File: src/rtl/dts_pkg.sv
package dts_pkg;

  // Encoding {top, bottom}; bit 1 drives the upper gate, bit 0 the lower gate.
  typedef enum logic [1:0] {
    LEG_OFF = 2'b00,
    LEG_LO  = 2'b01,
    LEG_HI  = 2'b10
  } leg_state_t;

  localparam logic [1:0] CMD_BOTH = 2'b11;

endpackage

File: src/rtl/dts_cmd_sel.sv
module dts_cmd_sel (
  input  logic       single_mode,
  input  logic       pwm_top,
  input  logic       pwm_bot,
  output logic [1:0] cmd
);

  always_comb begin
    if (single_mode) begin
      cmd = {pwm_top, ~pwm_top};
    end else begin
      cmd = {pwm_top, pwm_bot};
    end
  end

endmodule

File: src/rtl/dts_gap_timer.sv
module dts_gap_timer #(
  parameter int CNT_W = 10
) (
  input  logic             clk,
  input  logic             rst,
  input  logic [CNT_W-1:0] dt_cycles,
  input  logic             leg_off,
  output logic             ready
);

  localparam int EXT_W = CNT_W + 1;

  logic [CNT_W-1:0] cnt;
  logic [EXT_W-1:0] cnt_plus;

  // The present cycle counts as one both-off cycle, hence cnt + 1.
  assign cnt_plus = {1'b0, cnt} + {{CNT_W{1'b0}}, 1'b1};
  assign ready    = cnt_plus >= {1'b0, dt_cycles};

  always_ff @(posedge clk) begin
    if (rst) begin
      cnt <= '0;
    end else if (!leg_off) begin
      cnt <= '0;
    end else if (!ready) begin
      cnt <= cnt_plus[CNT_W-1:0];
    end
  end

endmodule

File: src/rtl/dts_leg_fsm.sv
module dts_leg_fsm
  import dts_pkg::*;
(
  input  logic       clk,
  input  logic       rst,
  input  logic       force_off,
  input  logic [1:0] cmd,
  input  logic       ready,
  output logic       leg_off,
  output logic       gate_top,
  output logic       gate_bot
);

  leg_state_t state_q;
  leg_state_t state_d;

  always_comb begin
    state_d = state_q;
    if (force_off) begin
      state_d = LEG_OFF;
    end else begin
      unique case (state_q)
        LEG_OFF: begin
          if (ready && cmd == 2'(LEG_HI)) begin
            state_d = LEG_HI;
          end else if (ready && cmd == 2'(LEG_LO)) begin
            state_d = LEG_LO;
          end
        end
        LEG_HI: begin
          if (cmd != 2'(LEG_HI) && cmd != CMD_BOTH) begin
            state_d = LEG_OFF;
          end
        end
        LEG_LO: begin
          if (cmd != 2'(LEG_LO) && cmd != CMD_BOTH) begin
            state_d = LEG_OFF;
          end
        end
        default: state_d = LEG_OFF;
      endcase
    end
  end

  always_ff @(posedge clk) begin
    if (rst) begin
      state_q <= LEG_OFF;
    end else begin
      state_q <= state_d;
    end
  end

  assign leg_off  = (state_q == LEG_OFF);
  assign gate_top = state_q[1];
  assign gate_bot = state_q[0];

endmodule

File: src/rtl/leg_deadtime_seq.sv
module leg_deadtime_seq #(
  parameter int CNT_W = 10
) (
  input  logic             clk,
  input  logic             rst,
  input  logic [CNT_W-1:0] dt_cycles,
  input  logic             single_mode,
  input  logic             force_off,
  input  logic             pwm_top,
  input  logic             pwm_bot,
  output logic             gate_top,
  output logic             gate_bot
);

  logic [1:0] cmd;
  logic       ready;
  logic       leg_off;

  dts_cmd_sel u_sel (
    .single_mode (single_mode),
    .pwm_top     (pwm_top),
    .pwm_bot     (pwm_bot),
    .cmd         (cmd)
  );

  dts_gap_timer #(.CNT_W(CNT_W)) u_tmr (
    .clk       (clk),
    .rst       (rst),
    .dt_cycles (dt_cycles),
    .leg_off   (leg_off),
    .ready     (ready)
  );

  dts_leg_fsm u_fsm (
    .clk       (clk),
    .rst       (rst),
    .force_off (force_off),
    .cmd       (cmd),
    .ready     (ready),
    .leg_off   (leg_off),
    .gate_top  (gate_top),
    .gate_bot  (gate_bot)
  );

endmodule

File: config.mk
export PLATFORM = sky130hd
export DESIGN_NAME = leg_deadtime_seq
export DESIGN_NICKNAME = d
export VERILOG_FILES = /design/src/rtl/dts_pkg.sv /design/src/rtl/dts_cmd_sel.sv /design/src/rtl/dts_gap_timer.sv /design/src/rtl/dts_leg_fsm.sv /design/src/rtl/leg_deadtime_seq.sv
export SDC_FILE = /design/constraint.sdc
export NUM_CORES = 1
export LEC_CHECK = 0
export BUFFER_PORTS_ARGS = -buffer_cell sky130_fd_sc_hd__buf_4
export CAP_MARGIN = 15
export CORE_MARGIN = 8
export CORE_UTILIZATION = 55
export DETAILED_ROUTE_END_ITERATION = 10
export PLACE_DENSITY = 0.79
export SETUP_SLACK_MARGIN = 0.4
export SYNTH_ARGS = -nofsm -noshare
export SYNTH_HDL_FRONTEND = slang
export SYNTH_SLANG_ARGS = --single-unit
File: constraint.sdc
create_clock -name clk -period 5.1 [get_ports clk]
set_input_delay 0.51 -clock clk [delete_from_list [all_inputs] [get_ports clk]]
set_output_delay 0.51 -clock clk [all_outputs]
set_load 0.01 [all_outputs]
* After elaboration in Yosys (flattened, before gate mapping)
Index checks and enable logic that the tools add are counted.
** Storage, ports and cells
- Flip-flop bits (word level) :: 12
- Latch bits :: 0
- RAM bits :: 0
- Memory bits (read-only) :: 0
- Input bits :: 16
- Output and inout bits :: 2
- Memories :: 0
** Operators by class
- Add/subtract/negate cells :: 1
- Multiply operators :: 0
- Divide/modulo/power cells :: 0
- Magnitude comparators :: 1
- Eq/ne operators :: 10
- Shift operators :: 0
- Muxes and demuxes :: 6
- Bitwise gates (word level) :: 2
- Reduce and logical (&&, ||, !) cells :: 8
** Operators by type and width (count)
- 10-bit by 1-bit adder with 11-bit output, second input constant :: 1
- 11-bit by 10-bit >= comparator with 1-bit output :: 1
- 2-bit two-way mux :: 4
- 2-bit by 1-bit inequality test with 1-bit output, second input constant :: 3
- 2-bit case mux with 3 select lines :: 1
- 2-bit by 1-bit equality test with 1-bit output, second input constant :: 2
- 2-bit equality test, second input constant :: 2
- 1-bit logical AND :: 4
- 2-bit inequality test, second input constant :: 2
- 2-bit OR reduction :: 2
- 3-bit by 1-bit inequality test with 1-bit output, second input constant :: 1
- 3-bit AND reduction :: 1
- 2-bit zero test :: 1
- 1-bit NOT :: 2
- 1-bit two-way mux :: 1

* Logic depth before layout (Yosys ltp)
- Depth after elaboration :: 7
- Depth in mapped cells :: 11
- Gate-level depth less buffers :: 11

* Cells and area by module
A second synthesis with hierarchy kept.
** Unflattened totals
- Cell total of the unflattened synthesis :: 113
- Area total of the unflattened synthesis :: 938.4 um^2
** Modules (own cells, without submodules)
- dts_gap_timer :: times used 1, cells each 100, area each 823.3 um^2, sequential area each 200.2 um^2
- dts_leg_fsm :: times used 1, cells each 10, area each 93.8 um^2, sequential area each 40.0 um^2
- dts_cmd_sel :: times used 1, cells each 3, area each 21.3 um^2, sequential area each 0.0 um^2

* Worst setup path after synthesis
No wires, ideal clock.
- Path type :: flip-flop to flip-flop
- Start point :: reg u_tmr.cnt[0]
- End point :: reg u_tmr.cnt[4]
- Arrival :: 2.621 ns
- Required time :: 5.041 ns
- Path slack :: 2.419 ns
- Cell stages (with the launch flop) :: 12
- Path buffers :: 0
- Period minus slack after synthesis :: 2.681 ns
- Cells stage by stage :: dfxtp_1 > ha_1 > and4_4 > and4_2 > xor2_1 > ha_1 > a21o_1 > a21oi_2 > nand2_4 > a21o_2 > or4_1 > nand2_1
** Between the ends
- Word-level cells in the longest chain between the ends :: 2
** RTL lines
- from (decl) :: RTL line dts_gap_timer.sv:13 : logic [CNT_W-1:0] cnt;
- from (signal assigned) :: RTL line dts_gap_timer.sv:26 : cnt <= cnt_plus[CNT_W-1:0];
- 10-bit by 1-bit adder with 11-bit output :: RTL line dts_gap_timer.sv:17 : assign cnt_plus = {1'b0, cnt} + {{CNT_W{1'b0}}, 1'b1};
- via u_tmr.cnt_plus[8] :: RTL line dts_gap_timer.sv:14 : logic [EXT_W-1:0] cnt_plus;
- 11-bit by 10-bit >= comparator with 1-bit output :: RTL line dts_gap_timer.sv:18 : assign ready = cnt_plus >= {1'b0, dt_cycles};
The timed path passes the listed nets, and every way through them passes these cells.
A chain may end at the register's enable or synchronous reset.

* Worst setup path after layout
- Start point :: reg u_tmr.cnt[0]
- End point :: reg u_tmr.cnt[3]
The elaborated chain is that of the path after synthesis.

==> metrics.cfg <==
[run_status]
status = complete, no violations

[synthesis]
syn_nets = 141
syn-cell-area_um2 = 973.4
synth_warnings = 0
ys_types = 38
yosysSeqAreaShare_pct = 24.68
avgSynthCellArea_um2 = 8.539
synth_seq_cells = 12
synth_cells = 114

[clock_tree]
clock_latency_ns = 0.27
ctsHoldBuffers = 0
root_buffer = clkbuf_4
cts.sinks = 12
htree_levels = 1
cts_buffer_depth = 2
cts_buffers = 3
postCtsSetupRepairBufs = 0
cts_resized = 0
clk_pin_slew_worst_paths_ns = 0.07
cts_tree = built

[setup_path]
worstSetupEndpointType = flip-flop
worstSetupStartpointType = flip-flop
cp.arrival_ns = 3.10
crit_chain = ha_1 > and4_4 > and4_2 > xor2_1 > ha_1 > a21o_1 > a21oi_2 > nand2_4 > a21o_2 > or3_1 > a21oi_1
critPathSlowestCell = dfxtp_1
crit_top_cell = ha_1
path_class = flip-flop to flip-flop
crit_fanout = 8
required_ns = 5.30
cp_slowest_stage_delay_ns = 0.40

[cells_and_area]
final_common_cell = buf_4
antenna_cells = 0
syn2layout_area_growth_pct = 17.22
fillers = 150
mostFrequentLayoutCells = buf_4 (17), dfxtp_1 (12), ha_1 (11), inv_1 (10)
finalNetCount = 162
drive_gt1_share_pct = 25.56

[floorplanning]
core_um2 = 1689
die-area_um2 = 3372
die_h_um = 58.07
rows = 15
die_w_um = 58.07
num_io_pins = 18
start_util_pct = 57.63

[sta]
maxSlewViolCount = 0
clock.fmax_ghz = 0.3449
setup_violations = 0
maxSlewHeadroom_pct = 74.75
worst_pin_slew_ns = 0.3759
hold_viol = 0
fin_crit_ns = 2.900
finClkSkew_ns = 0.0008293
hold-worst-slack_ns = 0.3955
period_share_pct = 56.86
rsz0062_at_grt = no
tns_ns = 0

[placed_design]
numPortBuffers = 17
gp_congestion = 0.8908
dpl.hpwl_um = 1655

[drt]
viasPerCell = 5.873
vias = 881
dr.pass1.iters = 4
ant_nets = 0
wl_per_cell_um = 13.02
routed_wl_um = 1953
drtIter0Drc = 12
drc = 0

[power]
powerDensity_nw_per_um2 = 166.1
power_uw = 189.5
leakagePower_nw = 0.5473
ir_drop_mv = 0.1663

[global_routing]
track_usage_pct = 12.96
grt_max_degree = 10
antenna_found_initial = 0
grt_pass1_vias = 845
grt_overflow = 0
grt_pass1_wl_um = 3574

[flow_run]
cap_violations = 0

[hold_path]
hold_class = input port to flip-flop

-- cell usage after synthesis --
| library cell | count | area [um2] |
|---|---|---|
| a2111oi_0 | 1 | 8.760 |
| nand4_1 | 1 | 6.260 |
| nand2_1 | 8 | 30.03 |
| or3_1 | 3 | 18.77 |
| nand3_2 | 1 | 10.01 |
| o21ai_0 | 7 | 35.03 |
| o21bai_2 | 1 | 11.26 |
| a21o_1 | 2 | 15.01 |
| and4_2 | 1 | 10.01 |
| o211ai_1 | 1 | 7.510 |
| xnor2_1 | 9 | 78.83 |
| nand2_4 | 1 | 11.26 |
| and4_4 | 2 | 22.52 |
| and3_1 | 1 | 6.260 |
| nor2b_1 | 2 | 12.51 |
| a31oi_1 | 1 | 6.260 |
| ha_1 | 11 | 137.6 |
| o21a_1 | 1 | 7.510 |
| nand3b_1 | 2 | 15.01 |
| a211oi_1 | 1 | 7.510 |
| nand2b_1 | 1 | 6.260 |
| nor3_1 | 1 | 5.000 |
| nor2_1 | 6 | 22.52 |
| xor2_1 | 3 | 26.28 |
| nand3_1 | 5 | 25.02 |
| a21oi_4 | 1 | 16.27 |
| a21oi_2 | 1 | 8.760 |
| inv_1 | 10 | 37.54 |
| buf_1 | 1 | 3.750 |
| a211oi_2 | 1 | 12.51 |
| a21bo_2 | 1 | 10.01 |
| or3_4 | 1 | 11.26 |
| o311a_2 | 1 | 11.26 |
| dfxtp_1 | 12 | 240.2 |
| or4_1 | 1 | 7.510 |
| a21oi_1 | 9 | 45.04 |
| nand3_4 | 1 | 17.52 |
| a21o_2 | 1 | 8.760 |
-- kinds of logic (layout without fill, tap and decap cells) --
group | after synthesis | in the layout | share of synthesized area, %
buffers and inverters | 11 | 30 | 4.242
and+or+nand+nor | 38 | 38 | 24.42
adders and majority gates | 11 | 11 | 14.14
xor gates and xnor gates | 12 | 12 | 10.80
AOI/OAI and AO/OA | 30 | 30 | 21.72
DFF | 12 | 12 | 24.68
-- state kept, by name, summed over array words and instances, names as in the netlist --
name / cells
u_tmr.cnt: 10
u_fsm.state_q: 2
-- worst max-delay path, delay by kind of cell (launching register included) --
family | cells | cell delay [ns]
xor gates and xnor gates | 1 | 0.16
and+or+nand+nor | 4 | 0.96
AOI/OAI and AO/OA | 4 | 0.78
DFF | 1 | 0.40
adders and majority gates | 2 | 0.53
-- routing by layer --
| metal | GRT usage [%] | up-vias | wire length, um |
|---|---|---|---|
| met2 | 21.34 | 23 | 903 |
| met1 | 15.04 | 404 | 897 |
| met4 | 7.343 | 0 | 38 |
| li1 | - | 450 | - |
| met5 | 0 | - | 0 |
| met3 | 2.870 | 4 | 114 |
-- metrics by stage --
| stage | instance area, um2 | std cells | worst slack (ns) | utilization, % |
|---|---|---|---|---|
| after floorplan | 973.4 | 114 | 2.419 | - |
| after global placement | 1119 | 147 | 2.329 | 66.22 |
| after detailed placement | 1119 | 147 | 2.207 | 66.22 |
| after CTS | 1141 | 150 | 2.188 | 67.56 |
| after global routing | 1141 | 150 | 2.011 | 67.56 |
| final | 1141 | 150 | 2.200 | 67.56 |
-- worst paths after layout --
path	start	endpoint	slack [ns]	cells after the start
worst max-delay path	u_tmr.cnt[0]	u_tmr.cnt[3]	2.20	11
worst min-delay path	force_off	u_fsm.state_q[1]	0.40	2
worst max register to register	u_tmr.cnt[0]	u_tmr.cnt[3]	2.20	11
worst min register to register	u_tmr.cnt[1]	u_tmr.cnt[1]	0.50	2
-- layout make-up --
class | instances | area (um2) | share of cell area [%]
Multi-Input combinational cell | 91 | 691.9 | 60.64
Clock buffer | 3 | 22.52 | 1.974
Timing Repair Buffer | 17 | 127.6 | 11.18
Inverter | 10 | 37.54 | 3.289
Tap cell | 17 | 21.27 | 1.864
Sequential cell | 12 | 240.2 | 21.05
-- power breakdown --
| part | internal (mW) | switching, mW |
|---|---|---|
| Sequential | 0.0958 | 0.00282 |
| Clock | 0.0273 | 0.0295 |
| Combinational | 0.0181 | 0.0159 |
| Total | 0.141 | 0.0483 |
Note: power is estimated with default switching activity, not from simulation.
